**config.mk**
```make
export PLATFORM = sky130hd
export DESIGN_NAME = tlbx_xlate
export DESIGN_NICKNAME = d
export VERILOG_FILES = /design/src/rtl/tlbx_pkg.sv /design/src/rtl/tlbx_match.sv /design/src/rtl/tlbx_pick.sv /design/src/rtl/tlbx_store.sv /design/src/rtl/tlbx_resolve.sv /design/src/rtl/tlbx_xlate.sv
export SDC_FILE = /design/constraint.sdc
export NUM_CORES = 1
export LEC_CHECK = 0
export ABC_CLOCK_PERIOD_IN_PS = 6080
export BUFFER_PORTS_ARGS = -buffer_cell sky130_fd_sc_hd__buf_2
export CORE_UTILIZATION = 35
export CTS_BUF_LIST = sky130_fd_sc_hd__clkbuf_8
export DETAILED_ROUTE_END_ITERATION = 8
export HOLD_SLACK_MARGIN = 0.12
export PLACE_DENSITY = 0.62
export REMOVE_ABC_BUFFERS = 1
export SYNTH_ARGS = -nofsm -noshare
export SYNTH_HDL_FRONTEND = slang
export SYNTH_SLANG_ARGS = --single-unit
```
**constraint.sdc**
```tcl
create_clock -name clk -period 6.08 [get_ports clk]
set_clock_uncertainty 0.15 [all_clocks]
set_input_delay 1.216 -clock clk [delete_from_list [all_inputs] [get_ports clk]]
set_output_delay 1.216 -clock clk [all_outputs]
set_load 0.02 [all_outputs]
```
**src/rtl/tlbx_pkg.sv**
```systemverilog
package tlbx_pkg;

  // Bit positions inside a cached page-table entry word.
  localparam int PTE_PRESENT  = 0;
  localparam int PTE_WRITE    = 1;
  localparam int PTE_USER     = 2;
  localparam int PTE_ACCESSED = 3;
  localparam int PTE_DIRTY    = 4;
  localparam int PTE_WTHRU    = 5;
  localparam int PTE_NOCACHE  = 6;
  localparam int PTE_LARGE    = 7;

  // Outcome class of one lookup.
  typedef enum logic [1:0] {
    RES_MISS   = 2'd0,
    RES_HIT    = 2'd1,
    RES_FAULT  = 2'd2,
    RES_BYPASS = 2'd3
  } res_e;

endpackage

```
**src/rtl/tlbx_match.sv**
```systemverilog
// Per-entry tag compare; each entry compares under its own page size.
module tlbx_match #(
  parameter int ENTRIES = 8,
  parameter int VPN_W   = 20,
  parameter int LVPN_W  = 10
) (
  input  logic [ENTRIES-1:0]            ent_valid,
  input  logic [ENTRIES-1:0]            ent_large,
  input  logic [ENTRIES-1:0][VPN_W-1:0] ent_tag,
  input  logic [VPN_W-1:0]              q_vpn,
  output logic [ENTRIES-1:0]            m_vec
);

  for (genvar g = 0; g < ENTRIES; g++) begin : g_cmp
    logic small_eq;
    logic large_eq;
    assign small_eq = (ent_tag[g] == q_vpn);
    assign large_eq = (ent_tag[g][VPN_W-1 -: LVPN_W] == q_vpn[VPN_W-1 -: LVPN_W]);
    assign m_vec[g] = ent_valid[g] && (ent_large[g] ? large_eq : small_eq);
  end

endmodule

```
**src/rtl/tlbx_pick.sv**
```systemverilog
// Lowest-index priority encoder over a match vector.
module tlbx_pick #(
  parameter int ENTRIES = 8,
  parameter int IDX_W   = 3
) (
  input  logic [ENTRIES-1:0] vec,
  output logic               any,
  output logic [IDX_W-1:0]   idx
);

  always_comb begin
    any = 1'b0;
    idx = '0;
    for (int i = ENTRIES - 1; i >= 0; i--) begin
      if (vec[i]) begin
        any = 1'b1;
        idx = IDX_W'(i);
      end
    end
  end

endmodule

```
**src/rtl/tlbx_store.sv**
```systemverilog
// Entry storage with in-place refill, round-robin allocation and
// invalidate-by-address (invalidate wins over refill).
module tlbx_store #(
  parameter int ADDR_W      = 32,
  parameter int ENTRIES     = 8,
  parameter int SMALL_SHIFT = 12,
  parameter int LARGE_SHIFT = 22
) (
  input  logic                                       clk,
  input  logic                                       rst,
  input  logic                                       fill_en,
  input  logic [ADDR_W-1:0]                          fill_vaddr,
  input  logic [ADDR_W-1:0]                          fill_pte,
  input  logic                                       inv_en,
  input  logic [ADDR_W-1:0]                          inv_vaddr,
  output logic [ENTRIES-1:0]                         ent_valid,
  output logic [ENTRIES-1:0]                         ent_large,
  output logic [ENTRIES-1:0][ADDR_W-SMALL_SHIFT-1:0] ent_tag,
  output logic [ENTRIES-1:0][ADDR_W-1:0]             ent_pte
);
  import tlbx_pkg::*;

  localparam int VPN_W  = ADDR_W - SMALL_SHIFT;
  localparam int LVPN_W = ADDR_W - LARGE_SHIFT;
  localparam int IDX_W  = (ENTRIES > 1) ? $clog2(ENTRIES) : 1;

  logic [ENTRIES-1:0]            valid_q;
  logic [ENTRIES-1:0][VPN_W-1:0] tag_q;
  logic [ENTRIES-1:0][ADDR_W-1:0] pte_q;
  logic [IDX_W-1:0]              ptr_q;

  logic [ENTRIES-1:0] fill_vec;
  logic [ENTRIES-1:0] inv_vec;
  logic               fill_any;
  logic [IDX_W-1:0]   fill_idx;
  logic [IDX_W-1:0]   slot;
  logic [IDX_W-1:0]   ptr_nxt;
  logic               do_fill;
  logic               unused_lowbits;

  for (genvar g = 0; g < ENTRIES; g++) begin : g_large
    assign ent_large[g] = pte_q[g][PTE_LARGE];
  end

  tlbx_match #(.ENTRIES(ENTRIES), .VPN_W(VPN_W), .LVPN_W(LVPN_W)) u_fill_match (
    .ent_valid (valid_q),
    .ent_large (ent_large),
    .ent_tag   (tag_q),
    .q_vpn     (fill_vaddr[ADDR_W-1:SMALL_SHIFT]),
    .m_vec     (fill_vec)
  );

  tlbx_match #(.ENTRIES(ENTRIES), .VPN_W(VPN_W), .LVPN_W(LVPN_W)) u_inv_match (
    .ent_valid (valid_q),
    .ent_large (ent_large),
    .ent_tag   (tag_q),
    .q_vpn     (inv_vaddr[ADDR_W-1:SMALL_SHIFT]),
    .m_vec     (inv_vec)
  );

  tlbx_pick #(.ENTRIES(ENTRIES), .IDX_W(IDX_W)) u_fill_pick (
    .vec (fill_vec),
    .any (fill_any),
    .idx (fill_idx)
  );

  assign do_fill = fill_en && !inv_en;
  assign slot    = fill_any ? fill_idx : ptr_q;
  assign ptr_nxt = (ptr_q == IDX_W'(ENTRIES - 1)) ? '0 : ptr_q + 1'b1;

  assign unused_lowbits = ^{fill_vaddr[SMALL_SHIFT-1:0], inv_vaddr[SMALL_SHIFT-1:0]};

  // Control state: valid flags and the replacement pointer.
  always_ff @(posedge clk) begin
    if (rst) begin
      valid_q <= '0;
      ptr_q   <= '0;
    end else if (inv_en) begin
      valid_q <= valid_q & ~inv_vec;
    end else if (fill_en) begin
      valid_q[slot] <= 1'b1;
      if (!fill_any) ptr_q <= ptr_nxt;
    end
  end

  // Payload: write-enabled only, no reset.
  always_ff @(posedge clk) begin
    if (do_fill) begin
      tag_q[slot] <= fill_vaddr[ADDR_W-1:SMALL_SHIFT];
      pte_q[slot] <= fill_pte;
    end
  end

  assign ent_valid = valid_q;
  assign ent_tag   = tag_q;
  assign ent_pte   = pte_q;

endmodule

```
**src/rtl/tlbx_resolve.sv**
```systemverilog
// Permission check, dirty handling and physical address forming.
module tlbx_resolve #(
  parameter int ADDR_W      = 32,
  parameter int SMALL_SHIFT = 12,
  parameter int LARGE_SHIFT = 22
) (
  input  logic              paging_on,
  input  logic [ADDR_W-1:0] vaddr,
  input  logic              is_write,
  input  logic              is_user,
  input  logic              found,
  input  logic [ADDR_W-1:0] pte,
  output tlbx_pkg::res_e    res,
  output logic [ADDR_W-1:0] paddr,
  output logic              wthru,
  output logic              nocache
);
  import tlbx_pkg::*;

  logic denied;
  logic clean_write;
  logic unused_pte;

  assign denied = !pte[PTE_PRESENT]
               || (is_write && !pte[PTE_WRITE])
               || (is_user  && !pte[PTE_USER]);
  assign clean_write = is_write && !pte[PTE_DIRTY];
  assign unused_pte  = ^{pte[SMALL_SHIFT-1:PTE_LARGE+1], pte[PTE_ACCESSED]};

  always_comb begin
    res     = RES_MISS;
    paddr   = '0;
    wthru   = 1'b0;
    nocache = 1'b0;
    if (!paging_on) begin
      res   = RES_BYPASS;
      paddr = vaddr;
    end else if (!found) begin
      res = RES_MISS;
    end else if (denied) begin
      res = RES_FAULT;
    end else if (clean_write) begin
      res = RES_MISS;
    end else begin
      res     = RES_HIT;
      wthru   = pte[PTE_WTHRU];
      nocache = pte[PTE_NOCACHE];
      if (pte[PTE_LARGE])
        paddr = {pte[ADDR_W-1:LARGE_SHIFT], vaddr[LARGE_SHIFT-1:0]};
      else
        paddr = {pte[ADDR_W-1:SMALL_SHIFT], vaddr[SMALL_SHIFT-1:0]};
    end
  end

endmodule

```
**src/rtl/tlbx_xlate.sv**
```systemverilog
module tlbx_xlate #(
  parameter int ADDR_W      = 32,
  parameter int ENTRIES     = 8,
  parameter int SMALL_SHIFT = 12,
  parameter int LARGE_SHIFT = 22,
  parameter int VEC_W       = 8,
  parameter int FAULT_VEC   = 5
) (
  input  logic              clk,
  input  logic              rst,
  input  logic              paging_on,
  input  logic              lk_valid,
  input  logic [ADDR_W-1:0] lk_vaddr,
  input  logic              lk_write,
  input  logic              lk_user,
  input  logic              fill_en,
  input  logic [ADDR_W-1:0] fill_vaddr,
  input  logic [ADDR_W-1:0] fill_pte,
  input  logic              inv_en,
  input  logic [ADDR_W-1:0] inv_vaddr,
  output logic              out_valid,
  output logic [ADDR_W-1:0] out_paddr,
  output logic              out_hit,
  output logic              out_miss,
  output logic              out_fault,
  output logic [VEC_W-1:0]  out_fault_vec,
  output logic              out_wthru,
  output logic              out_nocache
);
  import tlbx_pkg::*;

  localparam int VPN_W  = ADDR_W - SMALL_SHIFT;
  localparam int LVPN_W = ADDR_W - LARGE_SHIFT;
  localparam int IDX_W  = (ENTRIES > 1) ? $clog2(ENTRIES) : 1;

  logic [ENTRIES-1:0]             ent_valid;
  logic [ENTRIES-1:0]             ent_large;
  logic [ENTRIES-1:0][VPN_W-1:0]  ent_tag;
  logic [ENTRIES-1:0][ADDR_W-1:0] ent_pte;

  logic [ENTRIES-1:0] lk_vec;
  logic               lk_any;
  logic [IDX_W-1:0]   lk_idx;

  res_e              res;
  logic [ADDR_W-1:0] res_paddr;
  logic              res_wthru;
  logic              res_nocache;

  tlbx_store #(
    .ADDR_W(ADDR_W), .ENTRIES(ENTRIES),
    .SMALL_SHIFT(SMALL_SHIFT), .LARGE_SHIFT(LARGE_SHIFT)
  ) u_store (
    .clk        (clk),
    .rst        (rst),
    .fill_en    (fill_en),
    .fill_vaddr (fill_vaddr),
    .fill_pte   (fill_pte),
    .inv_en     (inv_en),
    .inv_vaddr  (inv_vaddr),
    .ent_valid  (ent_valid),
    .ent_large  (ent_large),
    .ent_tag    (ent_tag),
    .ent_pte    (ent_pte)
  );

  tlbx_match #(.ENTRIES(ENTRIES), .VPN_W(VPN_W), .LVPN_W(LVPN_W)) u_lk_match (
    .ent_valid (ent_valid),
    .ent_large (ent_large),
    .ent_tag   (ent_tag),
    .q_vpn     (lk_vaddr[ADDR_W-1:SMALL_SHIFT]),
    .m_vec     (lk_vec)
  );

  tlbx_pick #(.ENTRIES(ENTRIES), .IDX_W(IDX_W)) u_lk_pick (
    .vec (lk_vec),
    .any (lk_any),
    .idx (lk_idx)
  );

  tlbx_resolve #(
    .ADDR_W(ADDR_W), .SMALL_SHIFT(SMALL_SHIFT), .LARGE_SHIFT(LARGE_SHIFT)
  ) u_resolve (
    .paging_on (paging_on),
    .vaddr     (lk_vaddr),
    .is_write  (lk_write),
    .is_user   (lk_user),
    .found     (lk_any),
    .pte       (ent_pte[lk_idx]),
    .res       (res),
    .paddr     (res_paddr),
    .wthru     (res_wthru),
    .nocache   (res_nocache)
  );

  always_ff @(posedge clk) begin
    if (rst || !lk_valid) begin
      out_valid     <= 1'b0;
      out_paddr     <= '0;
      out_hit       <= 1'b0;
      out_miss      <= 1'b0;
      out_fault     <= 1'b0;
      out_fault_vec <= '0;
      out_wthru     <= 1'b0;
      out_nocache   <= 1'b0;
    end else begin
      out_valid     <= 1'b1;
      out_paddr     <= res_paddr;
      out_hit       <= (res == RES_HIT) || (res == RES_BYPASS);
      out_miss      <= (res == RES_MISS);
      out_fault     <= (res == RES_FAULT);
      out_fault_vec <= (res == RES_FAULT) ? VEC_W'(FAULT_VEC) : '0;
      out_wthru     <= res_wthru;
      out_nocache   <= res_nocache;
    end
  end

endmodule

```
==> results of run 1 <==
[layer usage]
metal	vias up	track usage (%)	wire length, µm	share of wire, %
met5	-	0	48	0.079
met3	133	3.82	4290	7.1
met2	565	31.3	27900	46
met4	8	8.14	2080	3.4
li1	6266	-	-	-
met1	6721	26.2	26100	43
[cells by family after synthesis]
kind of cell	share of synthesized area, %
compound gates	7.03
xor+xnor	20.0
fa+ha+maj	0.119
buf+inv	2.59
flops	58.3
mux	3.35
other cells	0.0178
simple gates	8.63
[cell usage after synthesis, drive strengths merged, types with 2 or more instances]
master	number
a41oi	18
a21oi	60
mux2	5
nand4	67
o22ai	4
xnor2	309
nor2b	46
mux2i	64
a221oi	2
and2	16
dfxtp	49
nand2b	6
o2bb2ai	11
or2	4
nand2	43
a31o	2
nand3	24
clkbuf	59
o41ai	13
ha	2
nand4b	9
and3b	2
o21ai	20
nor2	22
a211oi	70
buf	47
o221ai	2
nor4	49
or3	6
inv	11
nor3	8
or4	10
xor2	171
edfxtp	376
[how the worst max path moves through the flow]
stage / startpoint / end / slack (ps) / cells past startpoint
global placement: lk_vaddr[14] / out_paddr[21]$_SDFF_PN0_ / 590 / 15
CTS: lk_vaddr[21] / out_paddr[9]$_SDFF_PN0_ / 1230 / 14
floorplan: lk_vaddr[17] / out_paddr[29]$_SDFF_PN0_ / -610 / 10
detailed placement: lk_vaddr[21] / out_paddr[9]$_SDFF_PN0_ / 580 / 14
finish: lk_vaddr[21] / out_paddr[9]$_SDFF_PN0_ / 1140 / 14
global route: lk_vaddr[15] / out_paddr[9]$_SDFF_PN0_ / 1040 / 13
[flip-flops by register name (all words and copies together) (netlist names)]
name,flops
u_store.ent_tag,160
out_nocache,1
out_miss,1
u_store.ent_large,8
out_paddr,32
u_store.ent_valid,8
out_hit,1
out_valid,1
out_wthru,1
u_store.ptr_q,3
out_fault_vec,1
u_store.ent_pte,208
[per-stage QoR]
stage                     instance area [µm²]  hold WS (ps)  power [mW]
after floorplan                         20600           306        3.50
final                                   24100           353        6.34
after CTS                               24100           359        6.39
after detailed placement                22600           351        3.75
after global routing                    24100           387        6.56
after global placement                  22600           335        3.74
[area by class of cell]
class,instances,share of cell area [%]
Sequential cell,425,50.9
Multi-Input combinational cell,1080,34.3
Clock buffer,84,4.80
Timing Repair Buffer,177,4.36
Tap cell,773,4.02
Clock inverter,52,1.39
Inverter,11,0.171
Antenna cell,3,0.0312
[worst register-to-register path, stage by stage, from the launching register on]
cell and delay (ps):
edfxtp_1 450, xor2_1 190, nor4_1 440, a41oi_1 430, a211oi_1 370, buf_4 200, o221ai_4 140, a21oi_4 480
mux2_4 350, o211a_1 210, a211oi_2 270, a211oi_1 140, a21o_1 350, and2_1 230
[power groups by stage]
| stage | Clock (mW) | Sequential (mW) | Combinational (mW) |
|---|---|---|---|
| after detailed placement | 0 | 3.29 | 0.460 |
| after CTS | 2.70 | 3.23 | 0.462 |
| after global placement | 0 | 3.29 | 0.453 |
| after floorplan | 0 | 3.29 | 0.209 |
| after global routing | 2.83 | 3.23 | 0.495 |
| final | 2.64 | 3.23 | 0.464 |
==> flow_summary.ini, run 1 <==
[setup_path]
worst_r2r_path_depth = 13
critical_path_required_ps = 6430
path_max_fanout = 13
r2r_setup_slack_ps = 1540
cp.arrival_ps = 5300
path_buf_inv = 2
cp_cell_sequence = buf_2 -> xor2_1 -> nor4_1 -> a41oi_1 -> a211oi_1 -> buf_4 -> o221ai_4 -> a21oi_4 -> mux2_4 -> o211a_1 -> a211oi_2 -> a211oi_1 -> a21o_1 -> and2_1
path_class = input pin to flip-flop
critPathMaxStageDelay_ps = 480
r2r_start = u_store.ent_tag[145]$_DFFE_PP_
r2r_end = out_paddr[9]$_SDFF_PN0_
critPathLaunchType = input pin
worst_path_most_repeated_cell = a211oi_1
endpoint_kind = flip-flop
crit_family = compound AO/OA/AOI/OAI gates
cpMaxStageDelayCell = a21oi_4

[min_path]
min_from = u_store.ptr_q[0]$_SDFFE_PP0P_
worstHoldEndpoint = u_store.ptr_q[0]$_SDFFE_PP0P_
hold_path_depth = 2
min_path_type = flip-flop to flip-flop

[final_layout]
post-route-util_pct = 40.7
drive_above_1_share_pct = 16.6
final_cells = 2605
layout_commonest_cell = edfxtp_1
fillers = 5553
ff_latch_area_um2 = 12300
area_growth_syn_to_layout_pct = 14.4
final_nets = 1907
multi_input_area_um2 = 8260
final_cell_mix = 376 x edfxtp_1, 309 x xnor2_1, 171 x xor2_1

[global_route]
grt_pass1_wl_mm = 87.5
antenna_found_initial = 7
grt_pass1_vias = 13500
grt_max_degree = 61
grt_use_total_pct = 19.7
gr-total-overflow = 0

[floorplanning]
die_y_um = 247
start_util_pct = 35.5
floorplan.die_area_um2 = 61100
core_area_um2 = 59200
die_w_um = 247
num_rows = 89
ios = 182

[power_and_ir_drop]
vdd_ir_drop_max_v = 0.000131
p_seq_share_pct = 51.0
clkPwrFrac_pct = 41.7
p_leak_nw = 7.91
p_sw_mw = 1.52
cellInternalPower_mw = 4.81
comb_power_share_pct = 7.3
netSwitchingFraction_pct = 24.0
power_density_nw_per_um2 = 263

[clock_tree]
cts_resized = 0
cts_buffer_depth = 3
cts_made_buffers = 74
cts_num_sinks = 425
holdBufCountCts = 0
clock_latency_ps = 680
htree_levels = 3
cts-root-buf = clkbuf_8
postCtsSetupBuffers = 0
clk_pin_slew_ps = 60
cts_tree = yes

[sta]
hold_violations = 0
clock.fmax_mhz = 202
fin_tns_setup_ps = 0
fin_crit_sh_pct = 81.3
rsz0062_at_grt = false
fin_crit_ps = 4940
slew_viol_final = 0
setup_viol = 0
worst_slack_ps = 1140
max_slew_margin_pct = 37.8
worstMarginPinSlew_ps = 925

[placement]
io_buffer_count = 146
pre_cts_ws_ps = 576
dpl.hpwl_mm = 39.3
dp.cells = 2466
gp_congestion = 0.948

[yosys]
async_reset_ff_share_pct = 0
ys_seq_elements = 425
postSynthAreaPerCell_um2 = 13.0
synthCells = 1617
yosysWarningCount = 0
synthFlopType = edfxtp_1
synth_area_um2 = 21000
seq_area_frac_synth_pct = 58.3
synth_area_leader_cell = edfxtp_1
yosys.cell_types.count = 57
synth-edff-count = 376
synthTopCellsByArea = edfxtp_1 54%, xnor2_1 13%, xor2_1 7.1%
synth_top_area_share_pct = 53.6

[drt]
drt-initial-drc-count = 1242
vias_per_cell = 5.26
ant_nets = 0
wl_per_cell_um = 23.2
first_pass_iters = 9
wl_mm = 60.4
drc = 22
vias = 13700

[job]
cap_violations = 0

[outcome]
outcome = complete, but fails checks
violations = design-rule violations
No activity file was read; power rests on OpenSTA's default activity.
==> run 2: changes to the inputs <==
ABC_CLOCK_PERIOD_IN_PS = 5100   (was 6080)
clock period = 5.1 ns   (was 6.08 ns; I/O delays follow)
==> run 2 against run 1 <==
Net effect:
- the flow still finishes with violations (design-rule violations)
- wire length increased by 0.12%
- global-route usage increased by 0.18 points
- clock power increased by 12%
- clock-buffer cell count decreased by 6
- first-iteration DRC count decreased by 0.40%
==> flow_summary.ini, run 2 (synthesized netlist as in run 1, its figures left out) <==
[final_layout]
final_nets = 1977
layout_commonest_cell = edfxtp_1
stdcell_area_um2 = 24600
final_cell_mix = 376 x edfxtp_1, 309 x xnor2_1, 171 x xor2_1
drive_above_1_share_pct = 19.9
post-route-util_pct = 41.5
area_growth_syn_to_layout_pct = 16.7
largest_reg_flops = 208

[setup_path]
path_class = input pin to flip-flop
r2r_setup_slack_ps = 800
critPathLaunchType = input pin
cp.arrival_ps = 4740
critical_path_required_ps = 5480
path_max_fanout = 13
endpoint_kind = flip-flop

[floorplanning]
die_w_um = 247
core_area_um2 = 59200
die_y_um = 247
floorplan.die_area_um2 = 61100
start_util_pct = 35.5
ios = 182
num_rows = 89

[clock_tree]
clk_pin_slew_ps = 60
cts_buffer_depth = 3
cts_tree = yes
cts_resized = 0
cts_made_buffers = 72
postCtsSetupBuffers = 0
cts_num_sinks = 425
htree_levels = 3
clock_latency_ps = 660
cts-root-buf = clkbuf_8
holdBufCountCts = 0

[power_and_ir_drop]
power_density_nw_per_um2 = 301
power.total_mw = 7.39
p_leak_nw = 8.22
vdd_ir_drop_max_v = 0.000168

[global_route]
grt_pass1_wl_mm = 88.6
grt_pass1_vias = 13900
grt_use_total_pct = 19.9
antenna_found_initial = 6
grt_max_degree = 49
gr-total-overflow = 0

[sta]
worst_slack_ps = 741
timing.hold.ws_ps = 363
clock.fmax_mhz = 229
setup_viol = 0
hold_violations = 0
slew_viol_final = 0
worstMarginPinSlew_ps = 756
max_slew_margin_pct = 49.4
fin_crit_ps = 4360
rsz0062_at_grt = false
fin_crit_sh_pct = 85.5

[placement]
dpl.hpwl_mm = 41.6
gp_congestion = 0.957
placed_area_um2 = 23200
pre_cts_ws_ps = 52.0
io_buffer_count = 146

[drt]
ant_nets = 0
vias_per_cell = 5.21
wl_per_cell_um = 22.6
wl_mm = 60.5
drt-initial-drc-count = 1237
drc = 22
vias = 13900
first_pass_iters = 7

[outcome]
outcome = complete, but fails checks
violations = design-rule violations

[job]
cap_violations = 0

[min_path]
min_path_type = flip-flop to flip-flop
==> run 2: cell types whose count changed in the layout (fill, tap and decap cells not counted), moves of 2 or more <==
cell,delta
buf_12,+3
buf_4,+69
bufinv_16,-2
clkbuf_8,-6
clkinv_1,-4
clkinv_2,+8
inv_6,+2
==> run 2: path summary, 6_finish.rpt <==
check | start | to | cells past startpoint
max reg2reg | u_store.ent_tag[85]$_DFFE_PP_ | out_fault_vec[0]$_SDFF_PN0_ | 15
min reg2reg | u_store.ptr_q[0]$_SDFFE_PP0P_ | u_store.ptr_q[0]$_SDFFE_PP0P_ | 2
max | lk_vaddr[19] | out_paddr[18]$_SDFF_PN0_ | 16
min | u_store.ptr_q[0]$_SDFFE_PP0P_ | u_store.ptr_q[0]$_SDFFE_PP0P_ | 2
==> run 2: report_power, final <==
group / leakage [nW] / switching (mW) / internal [mW]
combinational: 3.61 / 0.366 / 0.221
clock: 0.814 / 1.42 / 1.53
sequential: 3.80 / 0.0217 / 3.82
total: 8.22 / 1.81 / 5.58
==> run 2: through the flow <==
stage / std cells / TNS [ps]
after global routing: 2671 / 0
final: 2674 / 0
after detailed placement: 2538 / 0
after global placement: 2538 / 0
after CTS: 2671 / 0
after floorplan: 1516 / -48410
==> run 2: layout make-up <==
class,count,area (µm²)
inverter,11,41.3
timing repair buffer,249,1630
clock inverter,55,309
clock buffer,78,1070
sequential,425,12300
multi-input combinational,1080,8260
antenna,3,7.51
fill,5534,34700
tap,773,967
==> run 2: layer usage <==
layer | wire, µm | track usage, %
met3 | 4330 | 4.34
met4 | 1840 | 7.70
met2 | 28100 | 31.7
met5 | 33 | 0
met1 | 26100 | 26.2
==> run 2: critical path: stages <==
cell and delay, ps:
buf_2 170, buf_4 180, xor2_1 140, nor4_1 280
a41oi_1 380, a211oi_1 310, buf_4 180, o221ai_4 150
a21oi_4 230, buf_12 180, mux2_4 300, o211a_1 210
a211oi_2 280, a211oi_1 140, a31o_1 390, o2bb2ai_1 190
==> run 3: changes to the inputs <==
GPL_TIMING_DRIVEN = 0   (was not set)
==> run 3 against run 2 <==
Net effect:
- the flow still finishes with violations (design-rule violations)
- clock-buffer cell count rose by 12
- via count fell by 1.7%
- critical path depth fell by 1
- combinational power fell by 5.8%
- final area fell by 1.4%
- hold slack improved by 4.2 ps
- flip-flop and latch count did not move
- die area did not move
- first-iteration DRC count fell by 1.4%
- critical path type unchanged
- largest power group unchanged
==> flow_summary.ini, run 3 (synthesized netlist as in run 1, its figures left out) <==
[floorplanning]
die_y_um = 247
floorplan.die_area_um2 = 61100
die_w_um = 247
core_area_um2 = 59200
start_util_pct = 35.5
num_rows = 89
ios = 182

[setup_path]
endpoint_kind = flip-flop
critPathLaunchType = input pin
cp_cell_sequence = buf_2 -> xor2_1 -> nor4_1 -> a41oi_1 -> or4_4 -> o221ai_4 -> a21oi_4 -> buf_12 -> buf_16 -> buf_16 -> mux2i_2 -> nand2_1 -> a211oi_4 -> nand4b_4 -> o2bb2ai_1
path_buf_inv = 4
path_max_fanout = 25
path_class = input pin to flip-flop
crit_family = simple AND/OR/NAND/NOR gates
worst_path_most_repeated_cell = buf_16
cp.arrival_ps = 5360
critical_path_required_ps = 5470
critPathMaxStageDelay_ps = 680
cpMaxStageDelayCell = or4_4

[drt]
drc = 22
ant_nets = 0
wl_mm = 61.8
first_pass_iters = 8
drt-initial-drc-count = 1220
vias = 13700
wl_per_cell_um = 23.8
vias_per_cell = 5.27

[placement]
io_buffer_count = 146
placed_area_um2 = 22600
gp_congestion = 0.914
dp.cells = 2450
dpl.hpwl_mm = 39.3

[clock_tree]
cts_num_sinks = 425
cts_tree = yes
clock_latency_ps = 650
htree_levels = 3
cts_buffer_depth = 3
cts_made_buffers = 74
clk_pin_slew_ps = 60
cts-root-buf = clkbuf_8

[job]
cap_violations = 0

[global_route]
grt_pass1_vias = 13800
grt_pass1_wl_mm = 90.3
gr-total-overflow = 0
antenna_found_initial = 7
grt_max_degree = 63
grt_use_total_pct = 20.3

[sta]
fin_tns_setup_ps = 0
fin_crit_sh_pct = 97.9
hold_violations = 0
setup_viol = 0
clock.fmax_mhz = 200
max_slew_margin_pct = 36.3
slew_viol_final = 0
timing.hold.ws_ps = 367
rsz0062_at_grt = false
worstMarginPinSlew_ps = 946
fin_crit_ps = 4990

[final_layout]
layout_commonest_cell = edfxtp_1
drive_above_1_share_pct = 16.7
largest_reg_flops = 208
final_nets = 1899
final_cell_mix = 376 x edfxtp_1, 309 x xnor2_1, 171 x xor2_1
final_cells = 2597
stdcell_area_um2 = 24200
area_growth_syn_to_layout_pct = 15.0

[min_path]
min_path_type = flip-flop to flip-flop

[outcome]
violations = design-rule violations
outcome = complete, but fails checks

[power_and_ir_drop]
vdd_ir_drop_max_v = 0.000142
p_leak_nw = 7.93
power_density_nw_per_um2 = 307
==> run 3: cell count changes in the layout (fill, tap and decap cells not counted), sizes merged, moves of 2 or more <==
cell    change
clkinv     -10
clkbuf     +13
buf        -83
inv         +3
bufinv      -2
==> run 3: what timing repair did <==
item / CTS / global route
setup buffers: 6 / 0
pin swaps: 3 / 0
resized for setup: 5 / 5
cloned: 2 / 0
hold endpoints to repair: 0 / 0
hold buffers: 0 / 0
setup endpoints to repair: 37 / 3
==> run 3: worst paths after layout <==
check / cells after the start / endpoint / from / slack [ps]
max: 15 / out_paddr[16]$_SDFF_PN0_ / lk_vaddr[21] / 110
min reg2reg: 2 / u_store.ptr_q[0]$_SDFFE_PP0P_ / u_store.ptr_q[0]$_SDFFE_PP0P_ / 370
max reg2reg: 14 / out_paddr[16]$_SDFF_PN0_ / u_store.ent_tag[83]$_DFFE_PP_ / 320
min: 2 / u_store.ptr_q[0]$_SDFFE_PP0P_ / u_store.ptr_q[0]$_SDFFE_PP0P_ / 370
==> run 3: cell type report <==
| class | count | area (µm²) |
|---|---|---|
| Antenna cell | 2 | 5.00 |
| Clock buffer | 90 | 1240 |
| Multi-Input combinational cell | 1082 | 8330 |
| Tap cell | 773 | 967 |
| Clock inverter | 47 | 214 |
| Fill cell | 5567 | 35000 |
| Timing Repair Buffer | 167 | 1140 |
| Sequential cell | 425 | 12300 |
| Inverter | 11 | 43.8 |
==> run 3: power breakdown <==
| part | switching, mW | total [mW] | internal (mW) | leakage [nW] |
|---|---|---|---|---|
| Sequential | 0.0209 | 3.85 | 3.83 | 3.80 |
| Clock | 1.42 | 3.02 | 1.60 | 0.858 |
| Combinational | 0.364 | 0.554 | 0.189 | 3.28 |
==> run 3: stage by stage <==
stage	total power [mW]	utilization (%)	setup WS (ps)
4_1_cts	7.50	40.8	71.3
2_1_floorplan	4.18	-	-1390
3_3_place_gp	4.45	37.6	-5060
6_report	7.42	40.9	107
3_5_place_dp	4.47	38.2	-2150
5_1_grt	7.70	40.9	23.9
==> run 3: per-layer routing <==
| layer | GRT usage (%) | share of wire, % | vias to the layer above |
|---|---|---|---|
| li1 | - | - | 6244 |
| met1 | 27.2 | 44 | 6816 |
| met2 | 32.3 | 46 | 495 |
| met3 | 3.95 | 6.7 | 124 |
| met4 | 7.72 | 3.0 | 8 |
| met5 | 0 | 0.068 | - |
==> run 3: tightest hold or removal path: stages, from the launching register on <==
cell	delay, ps
dfxtp_1	340
nand2_1	70
a21oi_1	60
